<file path="src/rtl/uart_irq_pkg.sv">
package uart_irq_pkg;

    localparam int unsigned EN_W = 4;

    // Enable mask bit positions
    localparam int unsigned EN_RXA  = 0;
    localparam int unsigned EN_THRE = 1;
    localparam int unsigned EN_LSR  = 2;
    localparam int unsigned EN_MSC  = 3;

    // Identification nibble codes
    localparam logic [3:0] CODE_LSR  = 4'h6;
    localparam logic [3:0] CODE_RXA  = 4'h4;
    localparam logic [3:0] CODE_CTO  = 4'hC;
    localparam logic [3:0] CODE_THRE = 4'h2;
    localparam logic [3:0] CODE_MSC  = 4'h0;
    localparam logic [3:0] CODE_NONE = 4'h1;

    typedef struct packed {
        logic lsr;
        logic rxa;
        logic cto;
        logic thre;
        logic msc;
    } irq_src_t;

    function automatic logic [3:0] pick_code(irq_src_t s, logic [EN_W-1:0] en);
        logic [3:0] c;
        if (s.lsr && en[EN_LSR])        c = CODE_LSR;
        else if (s.rxa && en[EN_RXA])   c = CODE_RXA;
        else if (s.cto && en[EN_RXA])   c = CODE_CTO;
        else if (s.thre && en[EN_THRE]) c = CODE_THRE;
        else if (s.msc && en[EN_MSC])   c = CODE_MSC;
        else                            c = CODE_NONE;
        return c;
    endfunction

endpackage

</file>
<file path="src/rtl/uart_irq_regs.sv">
module uart_irq_regs
    import uart_irq_pkg::*;
#(
    parameter int unsigned ADDR_W    = 2,
    parameter int unsigned DATA_W    = 8,
    parameter int unsigned ADDR_IEN  = 1,
    parameter int unsigned ADDR_FCTL = 2
) (
    input  logic              clk,
    input  logic              rst,
    input  logic              wr_en,
    input  logic [ADDR_W-1:0] addr,
    input  logic [DATA_W-1:0] wdata,
    output logic [EN_W-1:0]   ien_q,
    output logic              fifo_en_q
);

    logic unused_wdata_hi;
    assign unused_wdata_hi = ^wdata[DATA_W-1:EN_W];

    always_ff @(posedge clk) begin
        if (rst) begin
            ien_q     <= '0;
            fifo_en_q <= 1'b0;
        end else if (wr_en) begin
            if (addr == ADDR_W'(ADDR_IEN))  ien_q     <= wdata[EN_W-1:0];
            if (addr == ADDR_W'(ADDR_FCTL)) fifo_en_q <= wdata[0];
        end
    end

    assert_ien_load_R2: assert property (@(posedge clk) disable iff (rst)
        (wr_en && addr == ADDR_W'(ADDR_IEN)) |=> (ien_q == $past(wdata[EN_W-1:0])));

    assert_fifo_load_R7: assert property (@(posedge clk) disable iff (rst)
        (wr_en && addr == ADDR_W'(ADDR_FCTL)) |=> (fifo_en_q == $past(wdata[0])));

endmodule

</file>
<file path="src/rtl/uart_irq_srcs.sv">
module uart_irq_srcs
    import uart_irq_pkg::*;
(
    input  logic     clk,
    input  logic     rst,
    input  logic     lsr_err_i,
    input  logic     rx_avail_i,
    input  logic     rx_tmo_i,
    input  logic     tx_empty_i,
    input  logic     modem_chg_i,
    input  logic     thre_clr,
    output irq_src_t src_q
);

    logic tx_empty_q;

    always_ff @(posedge clk) begin
        if (rst) begin
            src_q      <= '0;
            tx_empty_q <= 1'b0;
        end else begin
            src_q.lsr  <= lsr_err_i;
            src_q.rxa  <= rx_avail_i;
            src_q.cto  <= rx_tmo_i;
            src_q.msc  <= modem_chg_i;
            src_q.thre <= tx_empty_i & (~tx_empty_q | (src_q.thre & ~thre_clr));
            tx_empty_q <= tx_empty_i;
        end
    end

    assert_thre_ack_R8: assert property (@(posedge clk) disable iff (rst)
        (thre_clr && tx_empty_q) |=> !src_q.thre);

    assert_thre_drop_R9: assert property (@(posedge clk) disable iff (rst)
        !tx_empty_i |=> !src_q.thre);

    assert_thre_edge_R9: assert property (@(posedge clk) disable iff (rst)
        (tx_empty_i && !tx_empty_q) |=> src_q.thre);

endmodule

</file>
<file path="src/rtl/uart_irq_prio.sv">
module uart_irq_prio
    import uart_irq_pkg::*;
#(
    parameter int unsigned DATA_W = 8
) (
    input  irq_src_t          src,
    input  logic [EN_W-1:0]   ien,
    input  logic              fifo_en,
    output logic [DATA_W-1:0] ident
);

    localparam int unsigned PAD_W = DATA_W - 6;

    logic [3:0] code;

    always_comb begin
        code  = pick_code(src, ien);
        ident = {{2{fifo_en}}, {PAD_W{1'b0}}, code};
    end

endmodule

</file>
<file path="src/rtl/uart_irq_ident.sv">
module uart_irq_ident
    import uart_irq_pkg::*;
#(
    parameter int unsigned ADDR_W     = 2,
    parameter int unsigned DATA_W     = 8,
    parameter int unsigned ADDR_IEN   = 1,
    parameter int unsigned ADDR_IDENT = 2
) (
    input  logic              clk,
    input  logic              rst,
    input  logic              wr_en,
    input  logic              rd_en,
    input  logic [ADDR_W-1:0] addr,
    input  logic [DATA_W-1:0] wdata,
    output logic [DATA_W-1:0] rdata,
    input  logic              lsr_err_i,
    input  logic              rx_avail_i,
    input  logic              rx_tmo_i,
    input  logic              tx_empty_i,
    input  logic              modem_chg_i,
    output logic              irq_o
);

    logic [EN_W-1:0]   ien_q;
    logic              fifo_en_q;
    irq_src_t          src_q;
    logic [DATA_W-1:0] ident;
    logic              thre_clr;

    uart_irq_regs #(
        .ADDR_W(ADDR_W), .DATA_W(DATA_W),
        .ADDR_IEN(ADDR_IEN), .ADDR_FCTL(ADDR_IDENT)
    ) regs_i (
        .clk(clk), .rst(rst), .wr_en(wr_en), .addr(addr), .wdata(wdata),
        .ien_q(ien_q), .fifo_en_q(fifo_en_q)
    );

    uart_irq_srcs srcs_i (
        .clk(clk), .rst(rst),
        .lsr_err_i(lsr_err_i), .rx_avail_i(rx_avail_i), .rx_tmo_i(rx_tmo_i),
        .tx_empty_i(tx_empty_i), .modem_chg_i(modem_chg_i),
        .thre_clr(thre_clr), .src_q(src_q)
    );

    uart_irq_prio #(.DATA_W(DATA_W)) prio_i (
        .src(src_q), .ien(ien_q), .fifo_en(fifo_en_q), .ident(ident)
    );

    always_comb begin
        thre_clr = rd_en && (addr == ADDR_W'(ADDR_IDENT)) && (ident[3:0] == CODE_THRE);
        irq_o    = ~ident[0];
        if (addr == ADDR_W'(ADDR_IEN))        rdata = DATA_W'(ien_q);
        else if (addr == ADDR_W'(ADDR_IDENT)) rdata = ident;
        else                                  rdata = '0;
    end

    assert_reset_idle_R1: assert property (@(posedge clk) disable iff (rst)
        $past(rst) |-> (ident == DATA_W'(8'h01) && !irq_o));

    assert_lsr_top_R4: assert property (@(posedge clk) disable iff (rst)
        (src_q.lsr && ien_q[EN_LSR]) |-> (ident[3:0] == CODE_LSR));

    assert_rxa_over_cto_R5: assert property (@(posedge clk) disable iff (rst)
        (src_q.rxa && ien_q[EN_RXA] && !(src_q.lsr && ien_q[EN_LSR]))
            |-> (ident[3:0] == CODE_RXA));

    assert_irq_cause_R6: assert property (@(posedge clk) disable iff (rst)
        irq_o |-> ((src_q.lsr && ien_q[EN_LSR]) || ((src_q.rxa || src_q.cto) && ien_q[EN_RXA])
                   || (src_q.thre && ien_q[EN_THRE]) || (src_q.msc && ien_q[EN_MSC])));

    assert_fifo_bits_R7: assert property (@(posedge clk) disable iff (rst)
        (ident[7:6] == {2{fifo_en_q}}) && (ident[5:4] == 2'b00));

endmodule

</file>
<file path="config.mk">
export PLATFORM = sky130hd
export DESIGN_NAME = uart_irq_ident
export DESIGN_NICKNAME = d
export VERILOG_FILES = /design/src/rtl/uart_irq_pkg.sv /design/src/rtl/uart_irq_regs.sv /design/src/rtl/uart_irq_srcs.sv /design/src/rtl/uart_irq_prio.sv /design/src/rtl/uart_irq_ident.sv
export SDC_FILE = /design/constraint.sdc
export NUM_CORES = 1
export LEC_CHECK = 0
export BUFFER_PORTS_ARGS = -buffer_cell sky130_fd_sc_hd__clkbuf_2
export CAP_MARGIN = 20
export CORE_MARGIN = 2
export CORE_UTILIZATION = 37
export CTS_CLUSTER_DIAMETER = 80
export CTS_CLUSTER_SIZE = 12
export DETAILED_ROUTE_END_ITERATION = 10
export HOLD_SLACK_MARGIN = 0.03
export PLACE_DENSITY = 0.71
export SYNTH_ARGS = -nofsm -noshare
export SYNTH_HDL_FRONTEND = slang
export SYNTH_SLANG_ARGS = --single-unit
</file>
<file path="constraint.sdc">
create_clock -name clk -period 1 [get_ports clk]
set_input_delay 0.2 -clock clk [delete_from_list [all_inputs] [get_ports clk]]
set_output_delay 0.2 -clock clk [all_outputs]
set_load 0.01 [all_outputs]
</file>
# Word-level counts from Yosys, hierarchy flattened
# Index checks and enable logic that the tools add are counted.
word_totals:
  regBits: 11
  in_bits: 19
  output_inout_bits: 9
  word_cells: 33
classes:
  eq_ne: 3
  mux: 7
  bitwise_logic: 6
  reduce_logical: 9
ops:
  columns: ["cell", "n"]
  rows:
  - ["4-bit 2-to-1 mux", 4]
  - ["8-bit 2-to-1 mux", 2]
  - ["1-bit logical AND", 7]
  - ["4-bit by 2-bit equality test with 1-bit output (second input constant)", 1]
  - ["2-bit AND reduction", 2]
  - ["1-bit inverter", 3]
  - ["1-bit bitwise AND", 2]
  - ["2-bit by 1-bit equality test with 1-bit output (second input constant)", 1]
  - ["2-bit equality test (second input constant)", 1]
  - ["1-bit 2-to-1 mux", 1]
  - ["1-bit bitwise OR", 1]

# Longest topological paths before layout
# Gate-level depths: netlist of the first run.
logic_depth:
  ltp_word: 12
  mapped_depth: 4
  ltp_nobuf: 3

# Hierarchy
# From an unflattened synthesis of the first run, not the netlist that was laid out.
unflattened:
  cells_unflattened: 61
  area_unflattened_um2: 599.3
modules_own_cells:
  columns: ["module", "n_inst", "cells_each", "area_per_inst_um2", "seq_area_each_um2"]
  rows:
  - ["uart_irq_regs", 1, 22, 234.0, 100.1]
  - ["uart_irq_srcs", 1, 13, 171.4, 120.1]
  - ["uart_irq_ident", 1, 14, 110.1, 0.0]
  - ["uart_irq_prio", 1, 12, 83.8, 0.0]

# Worst setup path before layout of the first run
# OpenSTA, ideal clock, no wires.
synth_timing:
  path_type: "register to output"
  startpoint: "register srcs_i.src_q[2] (netlist name)"
  endpoint: "output rdata[2]"
  arrival_time_ps: 807
  path_slack_ps: -7
  path_stages_with_launch: 4
  path_cell_list: "dfxtp_1 > o21ai_1 > nand2_1 > a22o_1"
synth_via:
  elab_chain_len: 6
synth_lines:
  columns: ["element", "line_no", "rtl"]
  rows:
  - ["1-bit logical AND", "uart_irq_pkg.sv:31", "else if (s.cto && en[EN_RXA]) c = CODE_CTO;"]
  - ["4-bit 2-to-1 mux", "uart_irq_pkg.sv:31", null]
  - ["4-bit 2-to-1 mux", "uart_irq_pkg.sv:30", "else if (s.rxa && en[EN_RXA]) c = CODE_RXA;"]
  - ["4-bit 2-to-1 mux", "uart_irq_pkg.sv:29", "if (s.lsr && en[EN_LSR]) c = CODE_LSR;"]
  - ["8-bit 2-to-1 mux", "uart_irq_ident.sv:53", "else if (addr == ADDR_W'(ADDR_IDENT)) rdata = ident;"]
  - ["8-bit 2-to-1 mux", "uart_irq_ident.sv:52", "if (addr == ADDR_W'(ADDR_IEN)) rdata = DATA_W'(ien_q);"]
  - ["end: declaration", "uart_irq_ident.sv:15", "output logic [DATA_W-1:0] rdata,"]
# Every way passes these cells.

# Final worst setup path of the first run
layout_timing:
  startpoint: "register srcs_i.src_q[2] (netlist name)"
  endpoint: "output rdata[2]"
layout_via:
  elab_chain_len: 6
layout_lines:
  columns: ["element", "line_no"]
  rows:
  - ["1-bit logical AND", "uart_irq_pkg.sv:31"]
  - ["4-bit 2-to-1 mux", "uart_irq_pkg.sv:31"]
  - ["4-bit 2-to-1 mux", "uart_irq_pkg.sv:30"]
  - ["4-bit 2-to-1 mux", "uart_irq_pkg.sv:29"]
  - ["8-bit 2-to-1 mux", "uart_irq_ident.sv:53"]
  - ["8-bit 2-to-1 mux", "uart_irq_ident.sv:52"]
# Every way passes these cells.

==> results of run 1 <==
timing repair:
action | CTS | global route
resized for setup | 15 | 9
hold endpoints to repair | 0 | 0
buffers inserted | 1 | 1
setup endpoints to repair | 8 | 8
pin swaps | 7 | 3
cloned | 0 | 0
through the flow:
stage | area (um2) | hold WS, ns | setup slack [ns]
2_1_floorplan | 533 | 0.328 | 0.0258
3_3_place_gp | 652 | 0.406 | -0.0965
3_5_place_dp | 652 | 0.415 | -0.109
4_1_cts | 722 | 0.135 | -0.366
5_1_grt | 749 | 0.138 | -0.405
6_report | 749 | 0.137 | -0.359
how the worst max path moves through the flow:
| stage | startpoint | to | slack, ns | cells past startpoint |
|---|---|---|---|---|
| after floorplan | addr[1] | rdata[7] | 0.03 | 4 |
| after global placement | addr[0] | rdata[2] | -0.1 | 4 |
| after detailed placement | addr[0] | rdata[2] | -0.11 | 4 |
| after CTS | srcs_i.src_q[3]$_SDFF_PP0_ | rdata[2] | -0.37 | 4 |
| after global routing | srcs_i.src_q[2]$_SDFF_PP0_ | rdata[2] | -0.40 | 4 |
| final | srcs_i.src_q[2]$_SDFF_PP0_ | rdata[2] | -0.36 | 4 |
cells in the mapped netlist:
library cell  instances
nand4_1               3
a22oi_1               1
a32oi_1               1
a22o_1                1
a32o_1                1
nand3_1               6
and2_2                1
nor2b_1               5
conb_1                1
nor2_1                1
and2b_1               1
nand3b_1              1
a21oi_2               1
buf_4                 3
dfxtp_1              11
buf_2                 1
nor2b_4               1
nand2_1              10
inv_1                 1
a21bo_1               1
o21ai_1               1
a21oi_1               4
o221a_1               1
buf_6                 2
logic make-up (layout without fill, tap and decap cells):
kind of cell	Yosys count	count (layout)	share of synthesized area (%)
buffers and inverters	7	34	10.2
flip-flops	11	11	41.9
AND/OR/NAND/NOR	29	29	30.0
other	1	2	0.714
AO/OA/AOI/OAI	12	12	17.1
cell usage in the layout, fill, tap and decap left out:
cell / synthesis / final
inv_1: 1 / 1
nor2b_4: 1 / 1
a21bo_1: 1 / 1
dfxtp_1: 11 / 3
and2_4: 0 / 1
clkbuf_1: 0 / 1
a21oi_2: 1 / 1
clkbuf_4: 0 / 3
nand4_1: 3 / 3
dfxtp_2: 0 / 7
o21ai_4: 0 / 1
a32o_1: 1 / 1
a21oi_1: 4 / 4
clkbuf_2: 0 / 16
conb_1: 1 / 2
nand2_1: 10 / 8
nand2_4: 0 / 1
a22oi_2: 0 / 1
dfxtp_4: 0 / 1
nand3b_1: 1 / 1
o221a_1: 1 / 1
and2b_1: 1 / 1
buf_2: 1 / 3
a22o_1: 1 / 1
buf_6: 2 / 4
nor2b_1: 5 / 5
a32oi_1: 1 / 1
nor2_1: 1 / 1
nand3_1: 6 / 6
nand2_2: 0 / 1
buf_4: 3 / 6
layer usage:
metal / wire length, um / vias up / share of wire, % / track usage (%)
li1: - / 263 / - / -
met1: 476 / 247 / 39 / 16.3
met2: 679 / 12 / 56 / 28.1
met3: 52 / 2 / 4.3 / 3.91
met4: 10 / 0 / 0.82 / 7.74
met5: 0 / - / 0 / 0
cell type report:
| type | count | area [um2] |
|---|---|---|
| fillers | 125 | 568 |
| multi-input cells | 43 | 283 |
| repair buffers | 29 | 185 |
| inverters | 1 | 3.75 |
| flip-flops and latches | 11 | 233 |
| clock buffers | 4 | 26.3 |
| well taps | 15 | 18.8 |
report_power, final:
group / total, W / leakage, nW / internal [W] / switching (W)
sequential: 0.000477 / 0.0939 / 0.000459 / 0.0000179
combinational: 0.000124 / 0.249 / 0.0000657 / 0.0000583
clock: 0.000298 / 0.0150 / 0.000154 / 0.000144
total: 0.000899 / 0.357 / 0.000679 / 0.000220
registers in the layout, indices dropped and copies added (netlist names):
signal             flops
regs_i.ien_q           4
srcs_i.tx_empty_q      1
regs_i.fifo_en_q       1
srcs_i.src_q           5
==> flow_summary.json, run 1 <==
{
  "grt_use_total_pct": 15.5,
  "dp_hpwl_um": 882,
  "place_congestion": 0.757,
  "synth_area_leaders": "dfxtp_1 42%, nand2_1 7.1%, nor2b_1 6.0%, nand3_1 5.7%, buf_4 4.3%",
  "outcome": "finished with violations",
  "rr_worst_depth": 4,
  "ctsRootBufferMaster": "clkbuf_4",
  "design.die.area_mm2": 0.00174,
  "tns_ns": -1.69,
  "clock-sinks": 11,
  "worst_slack_ns": -0.359,
  "yosys.area.top_type": "dfxtp_1",
  "crit_fanout": 4,
  "syn_avg_cell_area_um2": 8.76,
  "syn_to_final_growth_pct": 42.6,
  "hold_depth": 2,
  "drtIter0Drc": 4,
  "yosys_register_bits": 11,
  "rr_endpoint": "srcs_i.src_q[1]$_SDFF_PP0_",
  "finalHoldViolCount": 0,
  "powerDensity_mw_per_mm2": 1200,
  "insertion_delay_ns": 0.27,
  "violations": "setup timing",
  "setup.worst_path.class": "reg2out",
  "grt_pass1_wl_mm": 2.03,
  "vdd.ir_drop.worst_mv": 0.637,
  "netlist_area_um2": 526,
  "startpoint_type": "flop",
  "rsz0062_at_grt": "yes",
  "cts_tree": "done",
  "synth_cell_type_count": 24,
  "finalWirelength_mm": 1.22,
  "regToRegStartpoint": "srcs_i.src_q[2]$_SDFF_PP0_",
  "end_kind": "output pin",
  "grt_max_degree": 11,
  "synth_top_cell_area_share_pct": 41.9,
  "cts_inserted_buffers": 3,
  "final_nets": 108,
  "grt_overflow_total": 0,
  "port_buffers": 21,
  "drive_above_1_share_pct": 53.4,
  "ctsHoldBuffers": 0,
  "antenna_found_initial": 0,
  "initial_core_util_pct": 39.9,
  "reg2reg_slack_ns": -0.01,
  "clk_pin_slew_ns": 0.07,
  "via_per_inst": 5.09,
  "wire_per_inst_um": 11.8,
  "cpPeakStageDelay_ns": 0.34,
  "drt_pre_antenna_iters": 3,
  "drc": 0,
  "die_x_um": 41.7,
  "yosysSeqAreaShare_pct": 41.9,
  "htreeDepth": 1,
  "fmax_ghz": 0.736,
  "drv_slew": 0,
  "num_antenna_cells": 0,
  "hold_path.class": "in2reg",
  "fin_cells": 103,
  "finalCritPeriodShare_pct": 136,
  "via_count": 524,
  "yosys_warnings": 0,
  "hold_end": "srcs_i.src_q[0]$_SDFF_PP0_",
  "fin_util_pct": 56.9,
  "io_pins": 28,
  "p_leak_nw": 0.357,
  "critPathBufInv": 1,
  "drv_cap": 0,
  "cp_data_required_time_ns": 0.80,
  "ant_nets": 0,
  "cp_cell_sequence": "o21ai_4 -> nand2_2 -> a22o_1 -> buf_2",
  "slowest_stage": "dfxtp_2",
  "cp_top_family": "compound AO/OA/AOI/OAI gates",
  "skew_ns": 0.00192,
  "finalPower_w": 0.000899,
  "synth_cells": 60,
  "first_global_vias": 500,
  "design.core.area_mm2": 0.00132,
  "die_height_um": 41.7,
  "dp.cells": 97,
  "setup_viol": 8,
  "min_from": "modem_chg_i",
  "clock_path_buffers": 2,
  "critPathArrivalTime_ns": 1.16,
  "fp-row-count": 13,
  "finalCriticalPeriod_ns": 1.36
}
No activity file was read; power rests on OpenSTA's default activity.
==> inputs of run 2 (changes only) <==
--- a/config.mk
+++ b/config.mk
@@ -7,13 +7,15 @@
 export LEC_CHECK = 0
 export BUFFER_PORTS_ARGS = -buffer_cell sky130_fd_sc_hd__clkbuf_2
 export CAP_MARGIN = 20
+export CELL_PAD_IN_SITES_DETAIL_PLACEMENT = 1
+export CELL_PAD_IN_SITES_GLOBAL_PLACEMENT = 1
 export CORE_MARGIN = 2
-export CORE_UTILIZATION = 37
+export CORE_UTILIZATION = 26
 export CTS_CLUSTER_DIAMETER = 80
 export CTS_CLUSTER_SIZE = 12
 export DETAILED_ROUTE_END_ITERATION = 10
 export HOLD_SLACK_MARGIN = 0.03
-export PLACE_DENSITY = 0.71
+export PLACE_DENSITY_LB_ADDON = 0.1
 export SYNTH_ARGS = -nofsm -noshare
 export SYNTH_HDL_FRONTEND = slang
 export SYNTH_SLANG_ARGS = --single-unit
==> run 2 against run 1 <==
  * The run still ends with setup timing left
  * Hold slack lost 0.0044 ns
  * First-iteration DRC count shrank 50%
  * Via count grew 0.38%
  * Global-route usage shrank 1.9 points
  * Sequential share of layout area shrank 2.0 points
  * Wire length grew 14%
  * Count of clock-buffer cells in the layout is the same
  * Worst setup slack lost 0.029 ns
  * Register-to-register slack lost 0.12 ns
  * Sequential power is essentially flat
  * Largest power group unchanged
==> flow_summary.json, run 2 (synthesis gave the netlist of run 1 again) <==
{
  "outcome": "finished with violations",
  "violations": "setup timing",
  "reg2reg_slack_ns": -0.13,
  "cts_inserted_buffers": 3,
  "hold_end": "srcs_i.src_q[0]$_SDFF_PP0_",
  "clk_pin_slew_ns": 0.07,
  "largest-register": "srcs_i.src_q",
  "powerDensity_mw_per_mm2": 1160,
  "grt_pass1_wl_mm": 2.41,
  "critPathArrivalTime_ns": 1.19,
  "grt_max_degree": 9,
  "rr_worst_depth": 5,
  "die_height_um": 49.0,
  "layout_commonest_cell": "clkbuf_2",
  "finalCriticalPeriod_ns": 1.39,
  "worst_slack_ns": -0.387,
  "rr_endpoint": "srcs_i.src_q[1]$_SDFF_PP0_",
  "design.core.area_mm2": 0.00194,
  "top_regs": "srcs_i.src_q: 5 flops, regs_i.ien_q: 4 flops",
  "tns_ns": -1.74,
  "insertion_delay_ns": 0.27,
  "num_antenna_cells": 0,
  "ant_nets": 0,
  "fin_area_um2": 801,
  "clock-sinks": 11,
  "dp_hpwl_mm": 1.07,
  "crit_fanout": 4,
  "antenna_found_initial": 0,
  "p_leak_nw": 0.381,
  "hold_path.class": "in2reg",
  "wire_per_inst_um": 11.7,
  "skew_ns": 0.00197,
  "die_x_um": 49.0,
  "hold_depth": 2,
  "grt_use_total_pct": 13.6,
  "grt_overflow_total": 0,
  "fin_util_pct": 41.2,
  "initial_core_util_pct": 27.1,
  "fp-row-count": 16,
  "final_cell_mix": "16 x clkbuf_2, 9 x buf_4, 7 x nand2_1, 7 x dfxtp_2, 6 x nand3_1",
  "place_congestion": 0.759,
  "startpoint": "srcs_i.src_q[3]$_SDFF_PP0_",
  "via_per_inst": 4.42,
  "drv_slew": 0,
  "vdd.ir_drop.worst_mv": 0.686,
  "place_area_um2": 682,
  "via_count": 526,
  "design.die.area_mm2": 0.00240,
  "drv_cap": 0,
  "cp_data_required_time_ns": 0.80,
  "drive_above_1_share_pct": 56.5,
  "fillers": 247,
  "setup_viol": 8,
  "finalCritPeriodShare_pct": 139,
  "finalHoldViolCount": 0,
  "end_kind": "output pin",
  "setup.worst_path.class": "reg2out",
  "drc": 0,
  "fmax_ghz": 0.721,
  "largest_reg_flops": 5,
  "ctsRootBufferMaster": "clkbuf_4",
  "drtIter0Drc": 2,
  "rsz0062_at_grt": "yes",
  "regToRegStartpoint": "srcs_i.src_q[3]$_SDFF_PP0_",
  "finalPower_w": 0.000925,
  "ctsHoldBuffers": 0,
  "cts_tree": "done",
  "io_pins": 28,
  "first_global_vias": 538,
  "register_area_um2": 233,
  "final_nets": 112,
  "port_buffers": 21,
  "finalWirelength_mm": 1.39,
  "htreeDepth": 1,
  "drt_pre_antenna_iters": 2,
  "clock_path_buffers": 2,
  "syn_to_final_growth_pct": 52.4,
  "multi_input_area_um2": 285,
  "startpoint_type": "flop",
  "min_from": "modem_chg_i"
}
[run 2: changes by cell type in the layout (fill, tap and decap cells not counted), sizes merged]
cell,delta
buf,+4
[run 2: per-layer routing]
metal  track usage [%]  share of wire, %
met1              14.3                42
met2              23.1                49
met3              6.44               6.8
met4              5.71               1.7
met5                 0                 0
[run 2: timing repair]
item / CTS / global route
setup buffers: 2 / 2
resized for setup: 16 / 10
pin swaps: 7 / 2
endpoints found under the setup margin: 8 / 8
[run 2: worst max-delay path by stage]
stage	end	slack, ns	cells after the start
6_report	rdata[2]	-0.39	4
5_1_grt	rdata[2]	-0.43	4
4_1_cts	rdata[2]	-0.39	4
3_5_place_dp	rdata[1]	-0.13	5
3_3_place_gp	rdata[1]	-0.11	5
2_1_floorplan	rdata[7]	0.03	4
[run 2: stage by stage]
step	std cells	setup WS, ns	hold slack (ns)
6_report	119	-0.387	0.133
3_3_place_gp	111	-0.112	0.410
3_5_place_dp	111	-0.128	0.418
2_1_floorplan	61	0.0258	0.328
4_1_cts	117	-0.387	0.129
5_1_grt	119	-0.431	0.142
[run 2: critical path: stages (launching register included)]
cell and delay [ns]:
dfxtp_2 0.34, o21ai_4 0.19, nand2_2 0.08, a22o_1 0.17, buf_2 0.13
[run 2: power by group]
| part | switching, W | total (W) | internal [W] |
|---|---|---|---|
| clock | 0.000156 | 0.000311 | 0.000155 |
| sequential | 0.0000177 | 0.000476 | 0.000459 |
| combinational | 0.0000628 | 0.000138 | 0.0000749 |
| total | 0.000237 | 0.000925 | 0.000688 |
[run 2: cell type report]
class	count	area share, %
clock buffers	4	3.28
inverters	1	0.469
multi-input cells	43	35.6
flip-flops and latches	11	29.1
well taps	27	4.22
repair buffers	33	27.3
